--- config.mk ---
export PLATFORM = sky130hd
export DESIGN_NAME = cart_bank_ctrl
export DESIGN_NICKNAME = d
export VERILOG_FILES = /design/src/rtl/cbc_pkg.sv /design/src/rtl/cbc_reg_file.sv /design/src/rtl/cbc_addr_map.sv /design/src/rtl/cart_bank_ctrl.sv
export SDC_FILE = /design/constraint.sdc
export NUM_CORES = 1
export LEC_CHECK = 0
export BUFFER_PORTS_ARGS = -buffer_cell sky130_fd_sc_hd__buf_2
export CAP_MARGIN = 40
export CORE_MARGIN = 2
export CORE_UTILIZATION = 32
export CTS_CLUSTER_SIZE = 40
export DETAILED_ROUTE_END_ITERATION = 10
export GPL_TIMING_DRIVEN = 0
export PLACE_DENSITY = 0.83
export REMOVE_ABC_BUFFERS = 1
export SLEW_MARGIN = 40
export SYNTH_ARGS = -nofsm -noshare
export SYNTH_HDL_FRONTEND = slang
export SYNTH_SLANG_ARGS = --single-unit
--- constraint.sdc ---
create_clock -name clk -period 1.5 [get_ports clk]
set_clock_uncertainty 0.2 [all_clocks]
set_input_delay 0.225 -clock clk [delete_from_list [all_inputs] [get_ports clk]]
set_output_delay 0.225 -clock clk [all_outputs]
set_load 0.03 [all_outputs]
--- src/rtl/cbc_pkg.sv ---
// Package: shared widths, register-select codes and constants for the
// cartridge bank controller. Assumes the 16-bit CPU address map with the
// register window in the lower 32 KiB.
package cbc_pkg;
    localparam int LO_W       = 5;   // low ROM bank field
    localparam int HI_W       = 2;   // shared upper / RAM bank field
    localparam int BANK_W     = LO_W + HI_W;
    localparam int RAM_BANK_W = HI_W;
    localparam int WIN_W      = 14;  // 16 KiB ROM window offset
    localparam int RAM_WIN_W  = 13;  // 8 KiB RAM window offset
    localparam logic [7:0] RAM_ON_CODE  = 8'h0A;
    localparam logic [7:0] RAM_OFF_CODE = 8'h00;
    localparam logic [7:0] OPEN_BUS     = 8'hFF;

    // Register selected by cpu_addr[14:13] during a write below 0x8000.
    typedef enum logic [1:0] {
        SEL_RAM_GATE = 2'd0,
        SEL_LOW_BANK = 2'd1,
        SEL_UPPER    = 2'd2,
        SEL_MODE     = 2'd3
    } reg_sel_e;
endpackage

--- src/rtl/cbc_reg_file.sv ---
// Module: bank-select register file. Decodes CPU writes to 0x0000-0x7FFF
// into RAM enable, low bank, upper bits, mode and RAM bank. Assumes one
// write per asserted cpu_wr cycle; synchronous active-low reset.
module cbc_reg_file
    import cbc_pkg::*;
(
    input  logic                  clk,
    input  logic                  rst_n,
    input  logic [15:0]           cpu_addr,
    input  logic                  cpu_wr,
    input  logic [7:0]            cpu_wdata,
    output logic                  ram_en,
    output logic [LO_W-1:0]       lo_bank,
    output logic [HI_W-1:0]       hi_bits,
    output logic                  mode,
    output logic [RAM_BANK_W-1:0] ram_bank
);
    reg_sel_e sel;
    logic     wr_hit;

    // Purpose: pick the target register of a write.
    always_comb begin
        sel    = reg_sel_e'(cpu_addr[14:13]);
        wr_hit = cpu_wr && !cpu_addr[15];
    end

    // Purpose: update the bank state from decoded writes.
    always_ff @(posedge clk) begin
        if (!rst_n) begin
            ram_en   <= 1'b0;
            lo_bank  <= LO_W'(1);
            hi_bits  <= '0;
            mode     <= 1'b0;
            ram_bank <= '0;
        end else if (wr_hit) begin
            case (sel)
                SEL_RAM_GATE: begin
                    if (cpu_wdata == RAM_ON_CODE)       ram_en <= 1'b1;
                    else if (cpu_wdata == RAM_OFF_CODE) ram_en <= 1'b0;
                end
                SEL_LOW_BANK: begin
                    lo_bank <= (cpu_wdata[LO_W-1:0] == '0) ? LO_W'(1)
                                                           : cpu_wdata[LO_W-1:0];
                end
                SEL_UPPER: begin
                    if (!mode) hi_bits  <= cpu_wdata[HI_W-1:0];
                    else       ram_bank <= cpu_wdata[RAM_BANK_W-1:0];
                end
                SEL_MODE: begin
                    mode <= cpu_wdata[0];
                    if (cpu_wdata[0]) hi_bits  <= '0;
                    else              ram_bank <= '0;
                end
                default: ;
            endcase
        end
    end

    // a zero low bank never appears
    p_lo_nonzero_r2: assert property (@(posedge clk) disable iff (!rst_n)
        lo_bank != '0);
    // enable code turns RAM on
    p_ram_on_r1: assert property (@(posedge clk) disable iff (!rst_n)
        (cpu_wr && cpu_addr[15:13] == 3'b000 && cpu_wdata == RAM_ON_CODE) |=> ram_en);
    // mode 0 keeps RAM bank at zero
    p_mode0_ram_zero_r4: assert property (@(posedge clk) disable iff (!rst_n)
        !mode |-> (ram_bank == '0));
    // mode 1 keeps upper ROM bits at zero
    p_mode1_hi_zero_r4: assert property (@(posedge clk) disable iff (!rst_n)
        mode |-> (hi_bits == '0));
    // no write, no state change
    p_idle_stable_r9: assert property (@(posedge clk) disable iff (!rst_n)
        !(cpu_wr && !cpu_addr[15]) |=>
        ($stable(ram_en) && $stable(lo_bank) && $stable(hi_bits) &&
         $stable(mode) && $stable(ram_bank)));
    // low-bank write keeps upper bits
    p_lo_keeps_hi_r2: assert property (@(posedge clk) disable iff (!rst_n)
        (cpu_wr && cpu_addr[15:13] == 3'b001) |=> $stable(hi_bits));
endmodule

--- src/rtl/cbc_addr_map.sv ---
// Module: combinational address mapper. Forms the physical ROM and RAM
// addresses from the registered bank state and gates RAM read data.
// Assumes ROM_BANKS is a power of two, at least 2.
module cbc_addr_map
    import cbc_pkg::*;
#(
    parameter int ROM_BANKS = 64,
    localparam int ROM_BANK_W = $clog2(ROM_BANKS),
    localparam int ROM_AW     = ROM_BANK_W + WIN_W
)(
    input  logic                        clk,
    input  logic                        rst_n,
    input  logic [15:0]                 cpu_addr,
    input  logic [LO_W-1:0]             lo_bank,
    input  logic [HI_W-1:0]             hi_bits,
    input  logic                        ram_en,
    input  logic [RAM_BANK_W-1:0]       ram_bank,
    input  logic [7:0]                  ram_rdata,
    output logic [ROM_AW-1:0]           rom_addr,
    output logic [RAM_BANK_W+RAM_WIN_W-1:0] ram_addr,
    output logic [7:0]                  ext_rdata
);
    localparam int EXT_W = (ROM_BANK_W > BANK_W) ? ROM_BANK_W : BANK_W;
    localparam logic [EXT_W-1:0] WRAP_MASK = EXT_W'(ROM_BANKS - 1);

    logic [EXT_W-1:0]      bank_wide;
    logic [ROM_BANK_W-1:0] rom_bank;

    // Purpose: combine fields, wrap past ROM end, choose fixed or switched window.
    always_comb begin
        bank_wide = EXT_W'({hi_bits, lo_bank}) & WRAP_MASK;
        rom_bank  = cpu_addr[WIN_W] ? bank_wide[ROM_BANK_W-1:0] : '0;
        rom_addr  = {rom_bank, cpu_addr[WIN_W-1:0]};
    end

    // Purpose: RAM address and open-bus read gating.
    always_comb begin
        ram_addr  = {ram_bank, cpu_addr[RAM_WIN_W-1:0]};
        ext_rdata = ram_en ? ram_rdata : OPEN_BUS;
    end

    // fixed window always maps to bank 0
    p_fixed_window_r5: assert property (@(posedge clk) disable iff (!rst_n)
        !cpu_addr[WIN_W] |-> (rom_addr[ROM_AW-1:WIN_W] == '0));
    // disabled RAM reads as open bus
    p_open_bus_r7: assert property (@(posedge clk) disable iff (!rst_n)
        !ram_en |-> (ext_rdata == OPEN_BUS));
    // offset bits pass through unchanged
    p_offset_pass_r5: assert property (@(posedge clk) disable iff (!rst_n)
        rom_addr[WIN_W-1:0] == cpu_addr[WIN_W-1:0]);
endmodule

--- src/rtl/cart_bank_ctrl.sv ---
// Module: cartridge ROM/RAM bank controller top. Connects the register
// file to the address mapper. Assumes the ROM holds ROM_BANKS 16 KiB banks
// (power of two) and external RAM has four 8 KiB banks.
module cart_bank_ctrl
    import cbc_pkg::*;
#(
    parameter int ROM_BANKS = 64,
    localparam int ROM_AW = $clog2(ROM_BANKS) + 14
)(
    input  logic              clk,
    input  logic              rst_n,
    input  logic [15:0]       cpu_addr_i,
    input  logic              cpu_wr_i,
    input  logic [7:0]        cpu_wdata_i,
    input  logic [7:0]        ram_rdata_i,
    output logic [ROM_AW-1:0] rom_addr_o,
    output logic [14:0]       ram_addr_o,
    output logic [1:0]        ram_bank_o,
    output logic              ram_en_o,
    output logic [7:0]        ext_rdata_o
);
    logic [LO_W-1:0]       lo_bank;
    logic [HI_W-1:0]       hi_bits;
    logic                  mode;
    logic [RAM_BANK_W-1:0] ram_bank;
    logic                  ram_en;

    cbc_reg_file u_regs (
        .clk       (clk),
        .rst_n     (rst_n),
        .cpu_addr  (cpu_addr_i),
        .cpu_wr    (cpu_wr_i),
        .cpu_wdata (cpu_wdata_i),
        .ram_en    (ram_en),
        .lo_bank   (lo_bank),
        .hi_bits   (hi_bits),
        .mode      (mode),
        .ram_bank  (ram_bank)
    );

    cbc_addr_map #(.ROM_BANKS(ROM_BANKS)) u_map (
        .clk       (clk),
        .rst_n     (rst_n),
        .cpu_addr  (cpu_addr_i),
        .lo_bank   (lo_bank),
        .hi_bits   (hi_bits),
        .ram_en    (ram_en),
        .ram_bank  (ram_bank),
        .ram_rdata (ram_rdata_i),
        .rom_addr  (rom_addr_o),
        .ram_addr  (ram_addr_o),
        .ext_rdata (ext_rdata_o)
    );

    // Purpose: expose bank and enable state.
    always_comb begin
        ram_bank_o = ram_bank;
        ram_en_o   = ram_en;
    end

    // mode bit not observable at ports except through these invariants
    p_mode_unused_r4: assert property (@(posedge clk) disable iff (!rst_n)
        mode |-> (hi_bits == '0));
endmodule

# Word level (Yosys, flattened, before mapping)

Index checks and enable logic that the tools add are counted.

Output and inout bits: 46
Bits in writable memories: 0
Memories: 0
Register bits after elaboration: 10
Bits in read-only memories: 0
Logic and storage cells: 36
Input bits: 35
Latch bits: 0

Add/subtract/negate cells: 0
Order comparisons: 0
Eq/ne operators: 8
$mul: 0
Bitwise operators: 0
Reductions and logical operators: 12
Muxes and demuxes: 11
Div/mod/pow operators: 0
Shifts and indexed selects: 0

Operators by type and width:

| cell                                                                  | count |
|---|---|
| 8-bit by 4-bit equality test with 1-bit output, second input constant | 1 |
| 8-bit zero test                                                       | 1 |
| 8-bit 2-to-1 mux                                                      | 1 |
| 4-bit AND reduction                                                   | 2 |
| 6-bit 2-to-1 mux                                                      | 1 |
| 2-bit != test, second input constant                                  | 3 |
| 5-bit zero test                                                       | 1 |
| 5-bit 2-to-1 mux                                                      | 1 |
| 2-bit equality test, second input constant                            | 2 |
| 1-bit 2-to-1 mux                                                      | 4 |
| 2-bit 2-to-1 mux                                                      | 2 |
| 2-bit one-hot mux with 2 select lines                                 | 1 |
| 2-bit AND reduction                                                   | 2 |
| 2-bit nonzero test                                                    | 2 |
| 3-bit AND reduction                                                   | 1 |
| 2-bit by 1-bit equality test with 1-bit output, second input constant | 1 |
| 2-bit zero test                                                       | 1 |
| 2-bit by 1-bit != test with 1-bit output, second input constant       | 1 |
| 1-bit one-hot mux with 2 select lines                                 | 1 |
| 1-bit logical AND                                                     | 1 |
| 1-bit zero test                                                       | 1 |

# Logic depth before layout (Yosys ltp)

Word-level depth: 3
Depth in mapped cells: 5
Depth with buffers taken out: 4

# Cells and area by module

Synthesis repeated with hierarchy kept, for this count alone.

Cell total of the unflattened synthesis: 100
Area total of the unflattened synthesis: 829.5 um^2

Modules (own cells, without submodules):

| module       | cells an instance | times used | sequential area each (um^2) | area each (um^2) |
|---|---|---|---|---|
| cbc_reg_file | 57                | 1          | 220.2                       | 524.3 |
| cbc_addr_map | 43                | 1          | 0.0                         | 305.3 |

# Worst setup path before layout

No wires, ideal clock.

Path type: input port to flip-flop
Start point: in cpu_addr_i[14]
End point: reg u_regs.ram_en
Cell stages on the path: 5
Required time: 1183 ps
Setup time: 117 ps
Data arrival time: 1308 ps
Slack: -125 ps
Buffers on the path: 1
Path through: buf_6 or4_4 nor4_4 nand2_1 a32o_1

Cells in the longest elaborated chain, start to end: 2

RTL lines:

| element                       | line                 | text |
|---|---|---|
| from (decl)                   | cart_bank_ctrl.sv:12 | `input logic [15:0] cpu_addr_i,` |
| 2-bit zero test               | cbc_reg_file.sv:36   | `case (sel)` |
| 3-bit AND reduction (no line) | n/a                  |  |
| to (signal assigned)          | cbc_reg_file.sv:30   | `ram_en <= 1'b0;` |
| to (signal assigned)          | cbc_reg_file.sv:38   | `if (cpu_wdata == RAM_ON_CODE) ram_en <= 1'b1;` |
| to (signal assigned)          | cbc_reg_file.sv:39   | `else if (cpu_wdata == RAM_OFF_CODE) ram_en <= 1'b0;` |
| to (decl)                     | cbc_reg_file.sv:12   | `output logic ram_en,` |

No other way between the ends.
A chain may end at the register's enable or synchronous reset.

# Worst setup path after layout

Same ends and word-level chain as after synthesis.

==> implementation parameters <==
Parameter                              Value

Global route
  Number of antenna violations at the first check in global routing    0
  Met1 routing resource usage after global routing    0.164
  First-pass GRT wire length    about 2900 um
  Number of global-route vias before repair    around 580
  GR Util met2    0.181
  Layer with the highest usage after global routing    met2
  Combined global-route utilization of all metal layers    0.140
  Remaining Overflow, GRT    0
  GRT met3 Usage    0.139
  Largest net degree at the start of global routing    13

Worst setup path
  Crit path DAT    1400 ps
  Worst setup EP type    flop
  Required arrival time at the worst endpoint    1450 ps
  Kind of start point of the critical path    primary input
  Kind of critical path    primary input to flop
  Critical path fanouts, max    10

Logic synthesis
  Portion of netlist area occupied by mux cells    0.0617
  Average footprint of a synthesized cell    8.53 um2
  Library cell with the highest instance count after synthesis    buf_4
  Register bit count reported by yosys    10
  Area share of xor/xnor cells in the synthesized design    0
  Post-synthesis sequential area ratio    0.247
  Number of unique standard cell types used by synthesis    27
  Commonest cells in the synthesized netlist    buf_4, dfxtp_1, nand2b_1, and2_1
  Fraction of synthesis flops using an asynchronous set or reset pin    0
  Post-synthesis instance area    811 um2
  Number of flops mapped to enable cells by yosys    0
  Main combinational cell family by area after synthesis    simple AND/OR/NAND/NOR gates
  Simple-gate share of the synthesized area    0.306
  Cell type contributing the most total cell area after synthesis    buf_4
  Post-synthesis share of cell area spent on full adders, half adders and majority gates    0
  Fraction of post-synthesis cell area in the top cell type by area    0.269
  Number of warnings printed during yosys synthesis    0
  Share of the synthesized area in compound gates (AO/OA/AOI/OAI)    0.0941
  Post-Syn Instances    95
  Most area-consuming cells after synthesis    buf_4, dfxtp_1, nand2b_1, mux2i_1, and2_1
  Flip-flop cell with the highest count after synthesis    dfxtp_1

Drt
  Avg WL per Cell    14.8 um
  Pre-antenna DRT Iters    4
  Via Count    678
  Iter 0 DRT Violations    9
  DRC violations left    0
  Vias/cell    4.91
  Number of nets still failing antenna checks after routing    0
  Routed WL    2040 um

Pwr
  Part of the total power dissipated in sequential elements    0.496
  Max VDD drop    0.511 mV
  Total power of the final layout    0.548 mW
  Switch Pwr    0.141 mW
  LEAKAGE    0.351 nW
  Clk network pwr share    0.322
  Total internal power    0.408 mW
  Power density cells    643 mW/mm2
  Combinational power share    0.182
  Net Sw Frac    0.257

Clock network
  Sink Count    10
  Worst skew pair latency    260 ps
  Number of H-tree branching levels    1
  Cts hold-fix bufs    0
  Number of CTS-inserted buffers    3
  Clock root cell    clkbuf_4
  Clock tree from TritonCTS    yes
  Maximum clock path buffer count    2
  Clock input transition at the sequential cells of the worst setup and hold paths    60 ps
  Post-CTS setup-driven buffer insertion count    0

Cells and area
  Count of inserted antenna diode cells    0
  Number of non-filler instances in the completed layout    between 100 and 150
  Post-layout nets    around 150
  Post-synthesis to final-layout area growth    5.25%
  Cell area after layout    around 850 um2
  Fin util    0.351
  Share of layout cells above drive strength 1    0.444

Flow run
  Number of max-capacitance violations reported    0

Place
  Standard cell area after detailed placement    821 um2
  Final estimated routing congestion in global placement    0.734
  Total of buffers placed on input and output ports    41
  Post-DP HPWL    1620 um
  Cell Count Post-Placement    135
  Setup slack at placement    -245 ps

Floorplanning
  Area of the core    around 0.0024 mm2
  Die Footprint    between 0.002 and 0.003 mm2
  Number of placement rows    18
  Starting Density    0.333
  I/O pin total    a little over 80
  Width of the die    54.3 um
  Height of the die    54.3 um

Status
  Result of the run    finished clean

Timing
  Final-layout worst hold slack    69.4 ps
  Final worst setup slack    54.4 ps
  RSZ-0062 raised after global routing    yes
  Relative slew slack    0.740
  Final Cycle Share    0.964
  Setup TNS    0 ps
  Transition time of the tightest slew-check pin    a little under 400 ps
  Fin. max-slew vios    0
  Shortest clock period the worst path allows after layout    1450 ps
  Count of endpoints failing setup in the final report    0
  Top achievable clock speed    0.692 GHz
  Hold Fails Final Rpt    0

Min path
  Kind of path behind the tightest hold check    primary input to flop
[layout make-up]
cell class,count,area (um2)
Clock buffer,3,22.5
Timing Repair Buffer,41,208
Multi-Input combinational cell,53,380
Tap cell,30,37.5
Fill cell,262,1580
Inverter,1,3.75
Sequential cell,10,201
[worst max-delay path, stage by stage]
cell and delay (ps):
buf_4 150, or4_4 530, nor4_4 160, nand2_1 80, a32o_1 250
[repair_timing]
item	CTS	global route
setup endpoints to repair	0	15
endpoints found under the hold margin	0	0
resized for setup	0	4
[cells by family (layout without fill, tap and decap cells)]
kind of cell | Yosys count | in the layout
multiplexers | 5 | 5
buffers and inverters | 32 | 45
AND/OR/NAND/NOR | 37 | 37
AO/OA/AOI/OAI | 11 | 11
flip-flops | 10 | 10
[flip-flops by register name, summed over array words and instances (netlist names)]
signal and flops:
u_regs.mode 1, u_regs.lo_bank 5, u_regs.ram_en 1, u_regs.ram_bank 2
u_regs.hi_bits 1
[layer usage]
metal,up-vias,share of wire
met5,-,0
met1,309,0.39
met4,0,0.0078
met3,2,0.15
li1,317,-
met2,50,0.45
[cell usage in the layout, fill, tap and decap left out, types with 3 or more instances in the layout]
cell type,Yosys,layout
and2_1,7,7
nand2_1,3,3
mux2i_1,5,5
o21ai_0,3,3
nor2b_1,5,5
clkbuf_4,0,3
dfxtp_1,10,9
nand2b_1,10,10
buf_2,0,40
[final timing paths]
| check | from | to | cells past startpoint | slack (ps) |
|---|---|---|---|---|
| setup / recovery | cpu_addr_i[14] | u_regs.ram_en | 5 | 50 |
| hold / removal | cpu_wdata_i[2] | u_regs.lo_bank[2] | 3 | 70 |
| setup reg to reg | u_regs.mode | u_regs.hi_bits[0] | 4 | 180 |
| hold reg to reg | u_regs.hi_bits[0] | u_regs.hi_bits[0] | 2 | 280 |
[power by group through the flow]
| stage | clock network (mW) | logic [mW] | registers, mW |
|---|---|---|---|
| 6_report | 0.176 | 0.0998 | 0.272 |
| 5_1_grt | 0.193 | 0.108 | 0.273 |
| 4_1_cts | 0.184 | 0.0971 | 0.272 |
| 3_5_place_dp | 0 | 0.0966 | 0.278 |
| 3_3_place_gp | 0 | 0.0942 | 0.278 |
| 2_1_floorplan | 0 | 0.0397 | 0.280 |
(Power assumes the default switching activity.)
